<file path="src/rtl/mwd_pkg.sv">
package mwd_pkg;
  typedef enum logic [1:0] {CMD_RD = 2'd0, CMD_WR = 2'd1, CMD_CAS = 2'd2} cmd_e;
  typedef enum logic [3:0] {
    ST_IDLE, ST_TRD, ST_CAS, ST_LRD, ST_SRD, ST_EVAL, ST_DATA, ST_SWR, ST_REL, ST_HALT
  } st_e;
endpackage

</file>
<file path="src/rtl/mwd_beat_ctr.sv">
module mwd_beat_ctr #(
  parameter int W = 3
) (
  input  logic         clk,
  input  logic         rst_n,
  input  logic         clr,
  input  logic         inc,
  output logic [W-1:0] cnt
);
  always_ff @(posedge clk) begin
    if (!rst_n || clr) cnt <= '0;
    else if (inc)      cnt <= cnt + 1'b1;
  end
endmodule

</file>
<file path="src/rtl/mwd_ring_calc.sv">
module mwd_ring_calc #(
  parameter int SZW = 16,
  parameter int BB  = 16
) (
  input  logic           dir,
  input  logic [SZW-1:0] size,
  input  logic [SZW-1:0] rptr,
  input  logic [SZW-1:0] wptr,
  input  logic [SZW-1:0] fill,
  output logic           ok,
  output logic [SZW-1:0] off,
  output logic [SZW-1:0] nrptr,
  output logic [SZW-1:0] nwptr,
  output logic [SZW-1:0] nfill
);
  localparam logic [SZW:0] BBW = (SZW+1)'(BB);

  logic [SZW:0] room;
  logic [SZW:0] r_adv, w_adv;

  assign room  = {1'b0, size} - {1'b0, fill};
  assign r_adv = {1'b0, rptr} + BBW;
  assign w_adv = {1'b0, wptr} + BBW;

  always_comb begin
    nrptr = rptr;
    nwptr = wptr;
    if (!dir) begin
      ok    = ({1'b0, fill} >= BBW);
      off   = rptr;
      nrptr = (r_adv >= {1'b0, size}) ? '0 : r_adv[SZW-1:0];
      nfill = fill - BBW[SZW-1:0];
    end else begin
      ok    = (fill <= size) && (room >= BBW);
      off   = wptr;
      nwptr = (w_adv >= {1'b0, size}) ? '0 : w_adv[SZW-1:0];
      nfill = fill + BBW[SZW-1:0];
    end
  end
endmodule

</file>
<file path="src/rtl/mwd_chan.sv">
module mwd_chan
  import mwd_pkg::*;
#(
  parameter int AW          = 32,
  parameter int SZW         = 16,
  parameter int BURST_WORDS = 4
) (
  input  logic           clk,
  input  logic           rst_n,
  input  logic           cfg_run,
  input  logic           cfg_stream,
  input  logic           cfg_dir,
  input  logic [AW-1:0]  cfg_buf_addr,
  input  logic [SZW-1:0] cfg_buf_size,
  input  logic [AW-1:0]  cfg_desc_addr,
  input  logic [AW-1:0]  cfg_lock_addr,
  output logic           busy,
  output logic           done,
  output logic           req_valid,
  input  logic           req_ready,
  output logic [1:0]     req_cmd,
  output logic [AW-1:0]  req_addr,
  output logic [31:0]    req_wdata,
  output logic [31:0]    req_cmp,
  input  logic           rsp_valid,
  output logic           rsp_ready,
  input  logic [31:0]    rsp_rdata,
  output logic           tc_valid,
  input  logic           tc_ready,
  output logic [31:0]    tc_data,
  input  logic           fc_valid,
  output logic           fc_ready,
  input  logic [31:0]    fc_data
);
  localparam int BB   = BURST_WORDS * 4;
  localparam int MAXB = (BURST_WORDS > 3) ? BURST_WORDS : 3;
  localparam int CW   = $clog2(MAXB) + 1;
  localparam logic [SZW:0] BBW = (SZW+1)'(BB);

  st_e            state;
  logic           wait_rsp, held, lat_mode, lat_dir;
  logic [31:0]    ticket;
  logic [SZW-1:0] rptr, wptr, fill, xoff;
  logic [CW-1:0]  beat;
  logic           req_fire, rsp_fire, beat_last, multi, data_st, v;
  logic [AW-1:0]  boff;
  cmd_e           cmd;
  logic           c_ok;
  logic [SZW-1:0] c_off, c_nr, c_nw, c_nf;

  assign req_fire  = req_valid && req_ready;
  assign rsp_fire  = rsp_valid && rsp_ready;
  assign data_st   = (state == ST_DATA);
  assign multi     = data_st || (state == ST_SRD) || (state == ST_SWR);
  assign beat_last = data_st ? (beat == CW'(BURST_WORDS - 1)) : (beat == CW'(2));
  assign boff      = AW'(beat) << 2;

  mwd_beat_ctr #(.W(CW)) u_beat (
    .clk(clk), .rst_n(rst_n),
    .clr((state == ST_IDLE) || (rsp_fire && multi && beat_last)),
    .inc(rsp_fire && multi),
    .cnt(beat)
  );

  mwd_ring_calc #(.SZW(SZW), .BB(BB)) u_calc (
    .dir(lat_dir), .size(cfg_buf_size), .rptr(rptr), .wptr(wptr), .fill(fill),
    .ok(c_ok), .off(c_off), .nrptr(c_nr), .nwptr(c_nw), .nfill(c_nf)
  );

  always_ff @(posedge clk) begin
    if (!rst_n) begin
      state    <= ST_IDLE;
      wait_rsp <= 1'b0;
      held     <= 1'b0;
      lat_mode <= 1'b0;
      lat_dir  <= 1'b0;
      ticket   <= '0;
      rptr     <= '0;
      wptr     <= '0;
      fill     <= '0;
      xoff     <= '0;
    end else begin
      if (req_fire) wait_rsp <= 1'b1;
      if (rsp_fire) wait_rsp <= 1'b0;
      case (state)
        ST_IDLE: if (cfg_run) begin
          lat_mode <= cfg_stream;
          lat_dir  <= cfg_dir;
          xoff     <= '0;
          if (cfg_stream)             state <= ST_TRD;
          else if (cfg_buf_size == 0) state <= ST_HALT;
          else                        state <= ST_DATA;
        end
        ST_TRD: if (rsp_fire) begin
          ticket <= rsp_rdata;
          state  <= ST_CAS;
        end
        ST_CAS: if (rsp_fire) state <= (rsp_rdata == ticket) ? ST_LRD : ST_TRD;
        ST_LRD: if (rsp_fire && rsp_rdata == ticket) begin
          held  <= 1'b1;
          state <= ST_SRD;
        end
        ST_SRD: if (rsp_fire) begin
          case (beat)
            CW'(0):  rptr <= rsp_rdata[SZW-1:0];
            CW'(1):  wptr <= rsp_rdata[SZW-1:0];
            default: begin
              fill  <= rsp_rdata[SZW-1:0];
              state <= ST_EVAL;
            end
          endcase
        end
        ST_EVAL: if (c_ok) begin
          xoff  <= c_off;
          rptr  <= c_nr;
          wptr  <= c_nw;
          fill  <= c_nf;
          state <= ST_DATA;
        end else begin
          state <= ST_REL;
        end
        ST_DATA: if (rsp_fire && beat_last) begin
          if (lat_mode) state <= ST_SWR;
          else if (({1'b0, xoff} + BBW) == {1'b0, cfg_buf_size}) state <= ST_HALT;
          else xoff <= xoff + BBW[SZW-1:0];
        end
        ST_SWR: if (rsp_fire && beat_last) state <= ST_REL;
        ST_REL: if (rsp_fire) begin
          held  <= 1'b0;
          state <= ST_IDLE;
        end
        ST_HALT: if (!cfg_run) state <= ST_IDLE;
        default: state <= ST_IDLE;
      endcase
    end
  end

  always_comb begin
    v         = 1'b0;
    cmd       = CMD_RD;
    req_addr  = cfg_lock_addr;
    req_wdata = '0;
    req_cmp   = '0;
    case (state)
      ST_TRD: v = 1'b1;
      ST_CAS: begin
        v = 1'b1; cmd = CMD_CAS; req_cmp = ticket; req_wdata = ticket + 1;
      end
      ST_LRD: begin v = 1'b1; req_addr = cfg_lock_addr + AW'(4); end
      ST_SRD: begin v = 1'b1; req_addr = cfg_desc_addr + boff; end
      ST_DATA: begin
        v         = lat_dir ? fc_valid : 1'b1;
        cmd       = lat_dir ? CMD_WR : CMD_RD;
        req_addr  = cfg_buf_addr + AW'(xoff) + boff;
        req_wdata = fc_data;
      end
      ST_SWR: begin
        v = 1'b1; cmd = CMD_WR; req_addr = cfg_desc_addr + boff;
        case (beat)
          CW'(0):  req_wdata = {{(32-SZW){1'b0}}, rptr};
          CW'(1):  req_wdata = {{(32-SZW){1'b0}}, wptr};
          default: req_wdata = {{(32-SZW){1'b0}}, fill};
        endcase
      end
      ST_REL: begin
        v = 1'b1; cmd = CMD_WR; req_addr = cfg_lock_addr + AW'(4); req_wdata = ticket + 1;
      end
      default: v = 1'b0;
    endcase
  end

  assign req_valid = v && !wait_rsp;
  assign req_cmd   = cmd;
  assign fc_ready  = data_st && lat_dir && !wait_rsp && req_ready;
  assign tc_valid  = data_st && !lat_dir && wait_rsp && rsp_valid;
  assign tc_data   = rsp_rdata;
  assign rsp_ready = wait_rsp && !(data_st && !lat_dir && !tc_ready);
  assign busy      = (state != ST_IDLE);
  assign done      = (state == ST_HALT);


  one_out_chk: assert property (@(posedge clk) disable iff (!rst_n)
    req_fire |=> !req_valid);

  req_hold_chk: assert property (@(posedge clk) disable iff (!rst_n)
    (req_valid && !req_ready && !(data_st && lat_dir)) |=>
      (req_valid && $stable(req_addr) && $stable(req_cmd)));

  done_rise_chk: assert property (@(posedge clk) disable iff (!rst_n)
    $rose(done) |-> ($past(rsp_fire) || $past(cfg_buf_size) == 0));

  idle_unlocked_chk: assert property (@(posedge clk) disable iff (!rst_n)
    (state == ST_IDLE) |-> !held);

  tc_src_chk: assert property (@(posedge clk) disable iff (!rst_n)
    tc_valid |-> (rsp_valid && !lat_dir));
endmodule

</file>
<file path="config.mk">
export PLATFORM = sky130hd
export DESIGN_NAME = mwd_chan
export DESIGN_NICKNAME = d
export VERILOG_FILES = /design/src/rtl/mwd_pkg.sv /design/src/rtl/mwd_beat_ctr.sv /design/src/rtl/mwd_ring_calc.sv /design/src/rtl/mwd_chan.sv
export SDC_FILE = /design/constraint.sdc
export NUM_CORES = 1
export LEC_CHECK = 0
export CAP_MARGIN = 15
export CELL_PAD_IN_SITES_DETAIL_PLACEMENT = 0
export CELL_PAD_IN_SITES_GLOBAL_PLACEMENT = 1
export CORE_MARGIN = 1
export CORE_UTILIZATION = 37
export CTS_BUF_LIST = sky130_fd_sc_hd__clkbuf_4
export DETAILED_ROUTE_END_ITERATION = 8
export GPL_TIMING_DRIVEN = 0
export PLACE_DENSITY_LB_ADDON = 0.1
export SLEW_MARGIN = 20
export SYNTH_ARGS = -nofsm -noshare
export SYNTH_HDL_FRONTEND = slang
export SYNTH_SLANG_ARGS = --single-unit
</file>
<file path="constraint.sdc">
create_clock -name clk -period 8.7 [get_ports clk]
set_clock_uncertainty 0.1 [all_clocks]
set_input_delay 2.61 -clock clk [delete_from_list [all_inputs] [get_ports clk]]
set_output_delay 2.61 -clock clk [all_outputs]
set_load 0.01 [all_outputs]
</file>
==> out/qor.csv <==
stage;metric;value;unit
routing;wl_met3;4.74;mm
routing;via_count;15761;
routing;initialDrtViolationCount;1725;
yosys;synth-edff-count;0;
routing;firstDrtPassIters;6;
finish;fill_cells;3560;
floorplan;fp.dieH;189;um
floorplan;start_util;37.5;%
setup_path;critPathKind;input port to primary output;
power;p_sw;0.990;mW
yosys;synthTopCellsByArea;dfxtp_1 (16%), ha_1 (8.8%), nand2_1 (7.1%);
sta;finalSetupViolCount;0;
finish;layout_commonest_cell;clkdlybuf4s50_1;
floorplan;core_area;34500;um2
routing;postRouteAntennaNets;0;
clock_network;clockRootBuffer;clkbuf_4;
sta;tightest_slew;1.10;ns
power;combPwrFrac;59.2;%
global_route;grt_overflow_total;0;
power;p_per_area;120;nW/um2
routing;vias_per_cell;5.94;
floorplan;dieArea;35800;um2
finish;drive_gt1_share;6.47;%
yosys;seq_area_frac_synth;16.4;%
yosys;yosysTopAreaCellShare;16.4;%
routing;wl_per_cell;23.1;um
setup_path;critPathMaxFanout;4;
routing;wirelength;61.2;mm
floorplan;design.portCount;321;
floorplan;rows;68;
yosys;ys_async_sr_fraction;0;%
yosys;avgSynthCellArea;7.02;um2
yosys;syn_inst;1847;
sta;drv_slew;0;
yosys;yosysUniqueCellTypes;74;
sta;slew_headroom;26.1;%
routing;wl_met1;26.3;mm
power;switching_share;48.1;%
setup_path;crit_arrival;5.86;ns
routing;wl_met2;27.9;mm
yosys;netlist_area;13000;um2
setup_path;worstPathRequired;5.99;ns
setup_path;slowest_delay;0.55;ns
clock_network;tritoncts;built;
finish;layout_common_cells;clkdlybuf4s50_1 (296), nand2_1 (244), a21oi_1 (142), nor2_1 (129), dfxtp_1 (106);
finish;syn2layout_area_growth;32.8;%
setup_path;start_kind;input port;
setup_path;critPathSlowestCell;or4_4;
clock_network;htreeDepth;3;
clock_network;clk_latency;0.55;ns
yosys;yosysTopAreaCell;dfxtp_1;
global_route;grt_pass1_vias;14902;
power;p_clk_share;14.8;%
yosys;synth_ff_type;dfxtp_1;
finish;fin_nets;2471;
sta;hold_violations;0;
setup_path;end_kind;primary output;
clock_network;ctsHoldBuffers;0;
sta;fin_crit;8.57;ns
global_route;grt_start_max_net_pins;23;
floorplan;die_w;189;um
yosys;synth-seq-cells;106;
worst_hold_path;min_path_type;flop to flop;
power;total_leakage_power;6.57;nW
sta;rsz0062_at_grt;no;
routing;topRoutingLayerUsed;met5;
yosys;yosys_warnings;0;
power;p_seq_share;26.0;%
routing;drc;0;
sta;max_freq;0.117;GHz
global_route;antenna_found_initial;5;
sta;timing.final.crit_share;98.5;%
job;maxCapViolations;0;
global_route;grt_pass1_wl;90.7;mm
power;p_int;1.07;mW
placed_design;gp_congestion;0.964;
status;status;finished, final reports clean;
finish;post-route-util;49.8;%
global_route;grt.total_usage;33.2;%
yosys;syn-num-nets;2128;
power;ir_drop;0.100;mV
clock_network;clkTransAtPathRegs;0.20;ns
setup_path;cp_cell_sequence;dlygate4sd2_1, fa_1, ha_2, or4_4, a21oi_4, o31ai_4, buf_4, a21oi_4, xor2_2, o22ai_2, a21oi_1, nor2_1, o22a_1, dlygate4sd2_1;
placed_design;hpwl;48.5;mm
placed_design;io_buffers;320;
clock_network;cts.path.max_buffers;2;
clock_network;cts_made_buffers;9;
clock_network;clock-sinks;106;
sta;tns;0;ns
-- state kept, by name, indices dropped and copies added, names as in the netlist --
| name | count |
|---|---|
| fill | 16 |
| wptr | 16 |
| state | 4 |
| xoff | 16 |
| rptr | 16 |
| wait_rsp | 1 |
| u_beat.cnt | 3 |
| lat_mode | 1 |
| lat_dir | 1 |
| ticket | 32 |
-- routing by layer --
metal  up-vias  global-route usage [%]
met5         -                       0
met4         6                    12.6
met3       121                    4.97
met2       777                    54.7
met1      7486                    43.5
li1       7371                       -
-- worst paths after layout --
path / start / end / slack (ns) / cells past startpoint
worst max register to register: fill[4]$_SDFFE_PN0P_ / wptr[3]$_SDFFE_PN0P_ / 3.74 / 13
worst min register to register: rptr[0]$_SDFFE_PN0P_ / rptr[0]$_SDFFE_PN0P_ / 0.40 / 2
worst max-delay path: cfg_buf_addr[4] / req_addr[12] / 0.13 / 14
worst min-delay path: rptr[0]$_SDFFE_PN0P_ / rptr[0]$_SDFFE_PN0P_ / 0.40 / 2
-- Yosys cell counts, types with 60 or more instances --
master,count
a21oi_1,148
inv_1,60
nand3_1,80
o21ai_0,106
dfxtp_1,106
nor2_1,131
ha_1,91
nand2_1,244
xnor2_1,69
and3_1,68
xor2_1,102
clkbuf_1,98
-- through the flow --
| stage | worst slack, ns | area (um2) | power (mW) | std cells | hold WS (ns) |
|---|---|---|---|---|---|
| 5_1_grt | 0.00511 | 17200 | 2.17 | 2652 | 0.433 |
| 3_5_place_dp | -1.13 | 16700 | 1.75 | 2622 | 0.375 |
| 6_report | 0.131 | 17200 | 2.06 | 2652 | 0.400 |
| 4_1_cts | 0.0222 | 17100 | 2.03 | 2649 | 0.398 |
| 2_1_floorplan | 0.399 | 13000 | 1.18 | 1847 | 0.352 |
| 3_3_place_gp | -1.13 | 16700 | 1.76 | 2622 | 0.365 |
-- cell type report --
| class | count | area (um2) | area share (%) |
|---|---|---|---|
| sequential | 106 | 2120 | 12.3 |
| clock inverter | 7 | 88.8 | 0.516 |
| inverter | 61 | 229 | 1.33 |
| buffer | 143 | 681 | 3.96 |
| tap | 455 | 569 | 3.31 |
| antenna | 2 | 5.00 | 0.0291 |
| timing repair buffer | 334 | 3300 | 19.2 |
| multi-input combinational | 1535 | 10200 | 59.0 |
| clock buffer | 9 | 67.6 | 0.393 |
-- critical path, delay by kind of cell --
family / cells / cell delay (ns)
buf+inv: 3 / 0.72
compound gates: 6 / 0.96
fa+ha+maj: 2 / 0.71
simple gates: 2 / 0.61
xor+xnor: 1 / 0.23
-- kinds of logic (layout without fill, tap and decap cells) --
logic type / after synthesis / in the layout / synth area share (%)
AOI/OAI and AO/OA: 516 / 516 / 26.2
xor gates and xnor gates: 171 / 171 / 11.6
adders and majority gates: 96 / 96 / 9.56
buffers and inverters: 206 / 554 / 7.08
DFF: 106 / 106 / 16.4
muxes: 30 / 30 / 2.37
other: 0 / 2 / 0
and+or+nand+nor: 722 / 722 / 26.8
-- power by group through the flow --
stage	clock network, mW	logic [mW]	registers [mW]
3_3_place_gp	0	1.21	0.542
6_report	0.305	1.22	0.534
3_5_place_dp	0	1.21	0.542
2_1_floorplan	0	0.652	0.532
5_1_grt	0.322	1.31	0.537
4_1_cts	0.303	1.20	0.533
-- what timing repair did --
action	4_1_cts	5_1_grt
pin swaps	15	14
setup buffers	12	2
setup endpoints to repair	23	15
cloned	0	0
resized for setup	55	29
Note: power is estimated with default switching activity, not from simulation.
